### config.mk
export PLATFORM = sky130hd
export DESIGN_NAME = core_release_ctrl
export DESIGN_NICKNAME = d
export VERILOG_FILES = /design/src/rtl/crc_pkg.sv /design/src/rtl/crc_bus_decode.sv /design/src/rtl/crc_regfile.sv /design/src/rtl/crc_ctrl_decode.sv /design/src/rtl/crc_pulse_out.sv /design/src/rtl/core_release_ctrl.sv
export SDC_FILE = /design/constraint.sdc
export NUM_CORES = 2
export LEC_CHECK = 0
export BUFFER_PORTS_ARGS = -buffer_cell sky130_fd_sc_hd__buf_2
export CORE_ASPECT_RATIO = 1.1
export CORE_UTILIZATION = 45
export CTS_BUF_LIST = sky130_fd_sc_hd__clkbuf_2 sky130_fd_sc_hd__clkbuf_4 sky130_fd_sc_hd__clkbuf_8
export CTS_CLUSTER_DIAMETER = 150
export DETAILED_ROUTE_END_ITERATION = 12
export RECOVER_POWER = 100
export REMOVE_ABC_BUFFERS = 1
export SETUP_SLACK_MARGIN = 0.2
export SLEW_MARGIN = 20
export SYNTH_ARGS = -nofsm -noshare
export SYNTH_HDL_FRONTEND = slang
export SYNTH_HIERARCHICAL = 1
export SYNTH_SLANG_ARGS = --single-unit
### constraint.sdc
create_clock -name clk -period 4.4 [get_ports clk]
set_clock_uncertainty 0.2 [all_clocks]
set_input_delay 0.44 -clock clk [delete_from_list [all_inputs] [get_ports clk]]
set_output_delay 0.44 -clock clk [all_outputs]
set_load 0.01 [all_outputs]
### src/rtl/crc_pkg.sv
package crc_pkg;

    localparam int DATA_W     = 32;
    localparam int NUM_CORES  = 4;
    localparam int NUM_PERIPH = 2;
    localparam int NUM_REGS   = 15;
    localparam int RIDX_W     = $clog2(NUM_REGS);

    // register indices
    localparam int IDX_CTRL     = 0;
    localparam int IDX_BOOT_A   = 1;
    localparam int IDX_RST_STAT = 2;
    localparam int IDX_IRQ_MASK = 3;
    localparam int IDX_BOOT_B   = 4;
    localparam int IDX_GPR1     = 5;

    // control word bit layout
    localparam int CORE_RST_LSB = 13;   // core c reset request at 13+c
    localparam int CORE_EN_BASE = 21;   // core c enable at 21+c, c >= 1

    typedef logic [DATA_W-1:0] word_t;

    typedef struct packed {
        logic [NUM_CORES-1:0]  pwr_on;
        logic [NUM_CORES-1:0]  pwr_off;
        logic [NUM_CORES-1:0]  core_rst;
        logic [NUM_PERIPH-1:0] periph_rst;
    } ctrl_pulse_t;

    function automatic int periph_bit(input int p);
        return (p == 0) ? 3 : 12;
    endfunction

    function automatic word_t reg_reset_value(input int idx);
        case (idx)
            IDX_CTRL:     return word_t'(32'h0000_0521);
            IDX_RST_STAT: return word_t'(32'h0000_0001);
            IDX_IRQ_MASK: return word_t'(32'h0000_001F);
            default:      return '0;
        endcase
    endfunction

    function automatic int start_gpr_idx(input int core);
        return IDX_GPR1 + 2 * core;
    endfunction

    function automatic int arg_gpr_idx(input int core);
        return IDX_GPR1 + 2 * core + 1;
    endfunction

endpackage

### src/rtl/crc_bus_decode.sv
module crc_bus_decode
    import crc_pkg::*;
#(
    parameter int ADDR_W = 12
) (
    input  logic              req_valid,
    input  logic              req_write,
    input  logic [ADDR_W-1:0] req_addr,
    input  logic [3:0]        req_be,
    output logic              rd_ok,
    output logic              wr_ok,
    output logic [RIDX_W-1:0] idx
);
    localparam int FULL_W = ADDR_W - 2;

    logic [FULL_W-1:0] full_idx;
    logic              aligned;
    logic              in_range;

    assign full_idx = req_addr[ADDR_W-1:2];
    assign aligned  = (req_addr[1:0] == 2'b00) && (req_be == 4'hF);
    assign in_range = (full_idx < FULL_W'(NUM_REGS));
    assign idx      = full_idx[RIDX_W-1:0];
    assign rd_ok    = req_valid && !req_write && aligned && in_range;
    assign wr_ok    = req_valid &&  req_write && aligned && in_range;
endmodule

### src/rtl/crc_regfile.sv
module crc_regfile
    import crc_pkg::*;
(
    input  logic                             clk,
    input  logic                             rst,
    input  logic                             wr_en,
    input  logic [RIDX_W-1:0]                wr_idx,
    input  word_t                            wr_data,
    output logic [NUM_REGS-1:0][DATA_W-1:0]  regs_q
);
    for (genvar i = 0; i < NUM_REGS; i++) begin : g_reg
        always_ff @(posedge clk) begin
            if (rst) begin
                regs_q[i] <= reg_reset_value(i);
            end else if (wr_en && (wr_idx == RIDX_W'(i))) begin
                regs_q[i] <= wr_data;
            end
        end
    end
endmodule

### src/rtl/crc_ctrl_decode.sv
module crc_ctrl_decode
    import crc_pkg::*;
(
    input  word_t       old_val,
    input  word_t       new_val,
    output ctrl_pulse_t act,
    output word_t       store_val
);
    word_t chg;
    word_t v;

    always_comb begin
        v   = new_val;
        chg = old_val ^ new_val;
        act = '0;
        // enable changes, highest core first; each cancels that core's reset
        for (int c = NUM_CORES - 1; c >= 1; c--) begin
            if (chg[CORE_EN_BASE + c]) begin
                act.pwr_on[c]         = v[CORE_EN_BASE + c];
                act.pwr_off[c]        = ~v[CORE_EN_BASE + c];
                v[CORE_RST_LSB + c]   = 1'b0;
                chg[CORE_RST_LSB + c] = 1'b0;
            end
        end
        // remaining reset requests, core 0 upward
        for (int c = 0; c < NUM_CORES; c++) begin
            if (chg[CORE_RST_LSB + c]) begin
                act.core_rst[c]     = 1'b1;
                v[CORE_RST_LSB + c] = 1'b0;
            end
        end
        for (int p = 0; p < NUM_PERIPH; p++) begin
            if (chg[periph_bit(p)]) begin
                act.periph_rst[p]  = 1'b1;
                v[periph_bit(p)]   = 1'b0;
            end
        end
        store_val = v;
    end
endmodule

### src/rtl/crc_pulse_out.sv
module crc_pulse_out
    import crc_pkg::*;
(
    input  logic                              clk,
    input  logic                              rst,
    input  logic                              fire,
    input  ctrl_pulse_t                       act,
    input  logic [NUM_CORES-1:0][DATA_W-1:0]  start_in,
    input  logic [NUM_CORES-1:0][DATA_W-1:0]  arg_in,
    output ctrl_pulse_t                       pulse_q,
    output logic [NUM_CORES-1:0][DATA_W-1:0]  start_q,
    output logic [NUM_CORES-1:0][DATA_W-1:0]  arg_q
);
    always_ff @(posedge clk) begin
        if (rst) begin
            pulse_q <= '0;
        end else begin
            pulse_q <= fire ? act : '0;
        end
    end

    for (genvar c = 0; c < NUM_CORES; c++) begin : g_core
        if (c == 0) begin : g_no_boot
            assign start_q[c] = '0;
            assign arg_q[c]   = '0;
        end else begin : g_boot
            always_ff @(posedge clk) begin
                if (rst) begin
                    start_q[c] <= '0;
                    arg_q[c]   <= '0;
                end else if (fire && act.pwr_on[c]) begin
                    start_q[c] <= start_in[c];
                    arg_q[c]   <= arg_in[c];
                end
            end
        end
    end
endmodule

### src/rtl/core_release_ctrl.sv
module core_release_ctrl
    import crc_pkg::*;
#(
    parameter int ADDR_W = 12
) (
    input  logic                          clk,
    input  logic                          rst,
    input  logic                          req_valid,
    input  logic                          req_write,
    input  logic [ADDR_W-1:0]             req_addr,
    input  logic [3:0]                    req_be,
    input  logic [DATA_W-1:0]             req_wdata,
    output logic [DATA_W-1:0]             rsp_rdata,
    output logic [NUM_CORES-1:0]          pwr_on,
    output logic [NUM_CORES-1:0]          pwr_off,
    output logic [NUM_CORES-1:0]          core_rst,
    output logic [NUM_PERIPH-1:0]         periph_rst,
    output logic [NUM_CORES*DATA_W-1:0]   core_start_addr,
    output logic [NUM_CORES*DATA_W-1:0]   core_arg
);
    logic                              rd_ok;
    logic                              wr_ok;
    logic [RIDX_W-1:0]                 idx;
    logic [NUM_REGS-1:0][DATA_W-1:0]   regs_q;
    logic                              ctrl_fire;
    word_t                             wr_data;
    word_t                             ctrl_next;
    ctrl_pulse_t                       act;
    ctrl_pulse_t                       pulse_q;
    logic [NUM_CORES-1:0][DATA_W-1:0]  start_in;
    logic [NUM_CORES-1:0][DATA_W-1:0]  arg_in;
    logic [NUM_CORES-1:0][DATA_W-1:0]  start_q;
    logic [NUM_CORES-1:0][DATA_W-1:0]  arg_q;

    crc_bus_decode #(.ADDR_W(ADDR_W)) u_dec (
        .req_valid (req_valid),
        .req_write (req_write),
        .req_addr  (req_addr),
        .req_be    (req_be),
        .rd_ok     (rd_ok),
        .wr_ok     (wr_ok),
        .idx       (idx)
    );

    crc_ctrl_decode u_ctrl (
        .old_val   (regs_q[IDX_CTRL]),
        .new_val   (req_wdata),
        .act       (act),
        .store_val (ctrl_next)
    );

    assign ctrl_fire = wr_ok && (idx == RIDX_W'(IDX_CTRL));
    assign wr_data   = ctrl_fire ? ctrl_next : req_wdata;

    crc_regfile u_regs (
        .clk     (clk),
        .rst     (rst),
        .wr_en   (wr_ok),
        .wr_idx  (idx),
        .wr_data (wr_data),
        .regs_q  (regs_q)
    );

    for (genvar c = 0; c < NUM_CORES; c++) begin : g_src
        if (c == 0) begin : g_none
            assign start_in[c] = '0;
            assign arg_in[c]   = '0;
        end else begin : g_pair
            assign start_in[c] = regs_q[start_gpr_idx(c)];
            assign arg_in[c]   = regs_q[arg_gpr_idx(c)];
        end
    end

    crc_pulse_out u_out (
        .clk      (clk),
        .rst      (rst),
        .fire     (ctrl_fire),
        .act      (act),
        .start_in (start_in),
        .arg_in   (arg_in),
        .pulse_q  (pulse_q),
        .start_q  (start_q),
        .arg_q    (arg_q)
    );

    assign rsp_rdata       = rd_ok ? regs_q[idx] : '0;
    assign pwr_on          = pulse_q.pwr_on;
    assign pwr_off         = pulse_q.pwr_off;
    assign core_rst        = pulse_q.core_rst;
    assign periph_rst      = pulse_q.periph_rst;
    assign core_start_addr = start_q;
    assign core_arg        = arg_q;

    // ---------------- assertions ----------------
    localparam word_t CORE_RST_MASK = word_t'({NUM_CORES{1'b1}}) << CORE_RST_LSB;
    localparam word_t PERIPH_MASK   = (word_t'(1) << periph_bit(0)) | (word_t'(1) << periph_bit(1));

    AST_ON_OFF_EXCL: assert property (@(posedge clk) disable iff (rst)
        (pwr_on & pwr_off) == '0);
    AST_CORE0_NO_PWR: assert property (@(posedge clk) disable iff (rst)
        !pwr_on[0] && !pwr_off[0]);
    AST_PULSE_AFTER_CTRL_WR: assert property (@(posedge clk) disable iff (rst)
        (|{pwr_on, pwr_off, core_rst, periph_rst}) |-> $past(ctrl_fire));
    AST_CORE_RST_BITS_LOW: assert property (@(posedge clk) disable iff (rst)
        (regs_q[IDX_CTRL] & CORE_RST_MASK) == '0);
    AST_EN_CANCELS_RST: assert property (@(posedge clk) disable iff (rst)
        ((pwr_on | pwr_off) & core_rst) == '0);
    AST_PERIPH_BITS_LOW: assert property (@(posedge clk) disable iff (rst)
        (regs_q[IDX_CTRL] & PERIPH_MASK) == '0);
    AST_BAD_WRITE_IGNORED: assert property (@(posedge clk) disable iff (rst)
        (req_valid && req_write && (req_be != 4'hF || req_addr[1:0] != 2'b00))
        |=> $stable(regs_q));
    AST_BOOT_INFO_HOLD: assert property (@(posedge clk) disable iff (rst)
        (pwr_on == '0) |-> ($stable(core_start_addr) && $stable(core_arg)));
endmodule

==> impl_metrics.toml <==
[outcome]
status = "finished, final reports clean"

[cells_and_area]
areaGrowthSynthToFinish_pct = 10.7
layoutNonFillerInstCount = 4322
fin_area_um2 = 36000
fin_nets = 3352
fill_cells = 6765
layout-drive-gt1-share_pct = 14.8

[critical_path]
crit_path_end_kind = "output pin"
critical_path_class = "in -> out"
critPathLaunchType = "primary input"
critPathArrivalTime_ns = 3.38
critPathMaxFanout = 35
required_ns = 3.76

[drt]
antenna_left = 0
vias = 23581
first_pass_iters = 5
vias_per_cell = 5.46
remaining_drc_errors = 0
drtIter0Drc = 1312
wl_per_cell_um = 21.4
drt_wl_total_um = 92500

[power_and_ir_drop]
powerDensity_nw_per_um2 = 354
power_mw = 12.8
p_leak_nw = 15.9
vdd_ir_drop_max_mv = 0.272

[die]
io_pins = 354
dieArea_um2 = 73500
core_um2 = 71700
die_y_um = 284
rows = 103
die_w_um = 259
initial_core_util_pct = 45.5

[timing]
final.min_clock_period_ns = 4.02
hold_violations = 0
drv_slew = 0
tightestPinTransition_ns = 0.975
setup_viol = 0
fmax_ghz = 0.249
setup_ws_ns = 0.383
fin_crit_sh_pct = 91.3
slew_headroom_pct = 34.9
rsz0062_at_grt = "no"

[global_route]
grt_pass1_vias = 24478
grt_max_degree = 141
antenna_found_initial = 2
grt_pass1_wl_um = 142000
overflow = 0
grt_util_all_layers_pct = 24.6

[placed_design]
dp_hpwl_um = 54300
portBuffers = 289
place_inst = 4104
routabilityCongestion = 0.777
dp_slack_ns = 0.296
place_area_um2 = 33900

[clock_network]
cts_buffers = 114
clk_pin_slew_ns = 0.06
clock_path_buffers = 3
cts_sinks = 686
insertion_delay_ns = 0.72
clock-root-buffer = "clkbuf_8"
h-tree-depth = 3
cts_tree = "yes"

[synthesis]
synth_area_um2 = 32600
netlist_instances = 3157
synth_area_per_cell_um2 = 10.3
yosysWarnings = 6

[job]
drv_cap = 0

[hold_path]
holdCritPathClass = "in -> reg"
-- stage by stage --
| stage | hold slack (ns) | util, % | setup TNS (ns) |
|---|---|---|---|
| after detailed placement | 0.265 | 47.3 | 0 |
| after global routing | 0.145 | 50.3 | 0 |
| after global placement | 0.254 | 47.3 | 0 |
| after CTS | 0.0745 | 50.9 | 0 |
| after floorplan | 0.245 | - | -884.01 |
| final | 0.128 | 50.3 | 0 |
-- layer usage --
metal,vias to the layer above,track usage [%],part of all wire [%]
met5,-,0,0
met4,0,8.45,2.6
met3,150,4.22,4.9
met2,615,41.5,48
met1,11718,31.4,44
li1,11098,-,-
-- worst max-delay path, stage by stage --
cell and delay (ns):
clkbuf_8 0.24, nand4_1 0.27, nand4_1 0.14, nor3_1 0.53, clkbuf_2 0.66, o221ai_1 0.24, nor3_1 0.56, clkbuf_1 0.22
-- repair_timing --
action / 4_1_cts / 5_1_grt
hold buffers: 16 / 0
setup endpoints to repair: 0 / 0
hold endpoints to repair: 19 / 0
setup buffers: 0 / 0
gates resized for setup: 0 / 0
-- layout make-up --
cell class | instances | area, um^2 | area share, %
multi-input combinational | 2123 | 16800 | 46.5
sequential | 686 | 13700 | 38.1
clock buffer | 189 | 2290 | 6.35
timing repair buffer | 359 | 1910 | 5.30
tap | 945 | 1180 | 3.28
clock inverter | 11 | 121 | 0.337
inverter | 7 | 33.8 | 0.0937
antenna | 2 | 5.00 | 0.0139
-- flip-flops by register name, indices dropped and copies added, names as in the netlist --
name,cells
u_regs/regs_q,480
u_out/arg_q,96
u_out/start_q,96
u_out/pulse_q,14
-- worst paths after layout --
path | from | end | slack (ns) | cells after the start
worst min-delay path | rst | u_regs/regs_q[8] | 0.13 | 3
worst max-delay path | req_addr[3] | rsp_rdata[9] | 0.38 | 8
worst max register to register | u_regs/regs_q[23] | u_regs/regs_q[367] | 2.09 | 6
worst min register to register | u_regs/regs_q[291] | u_out/start_q[67] | 0.27 | 2
-- cell usage in the layout, fill, tap and decap left out, drive strengths merged, types with 66 or more instances in the layout --
master and n:
a21bo 205, a21oi 192, buf 102, clkbuf 430, conb 66, dfxtp 686
mux2 70, mux2i 564, nand2b 503, nand3 196, nor2 67
-- power breakdown --
part	switching, mW	internal [mW]
sequential	0.0000114	6.21
combinational	0.422	0.213
clock	2.56	3.37
total	2.98	9.79
Power figures use the tool's default switching activity.
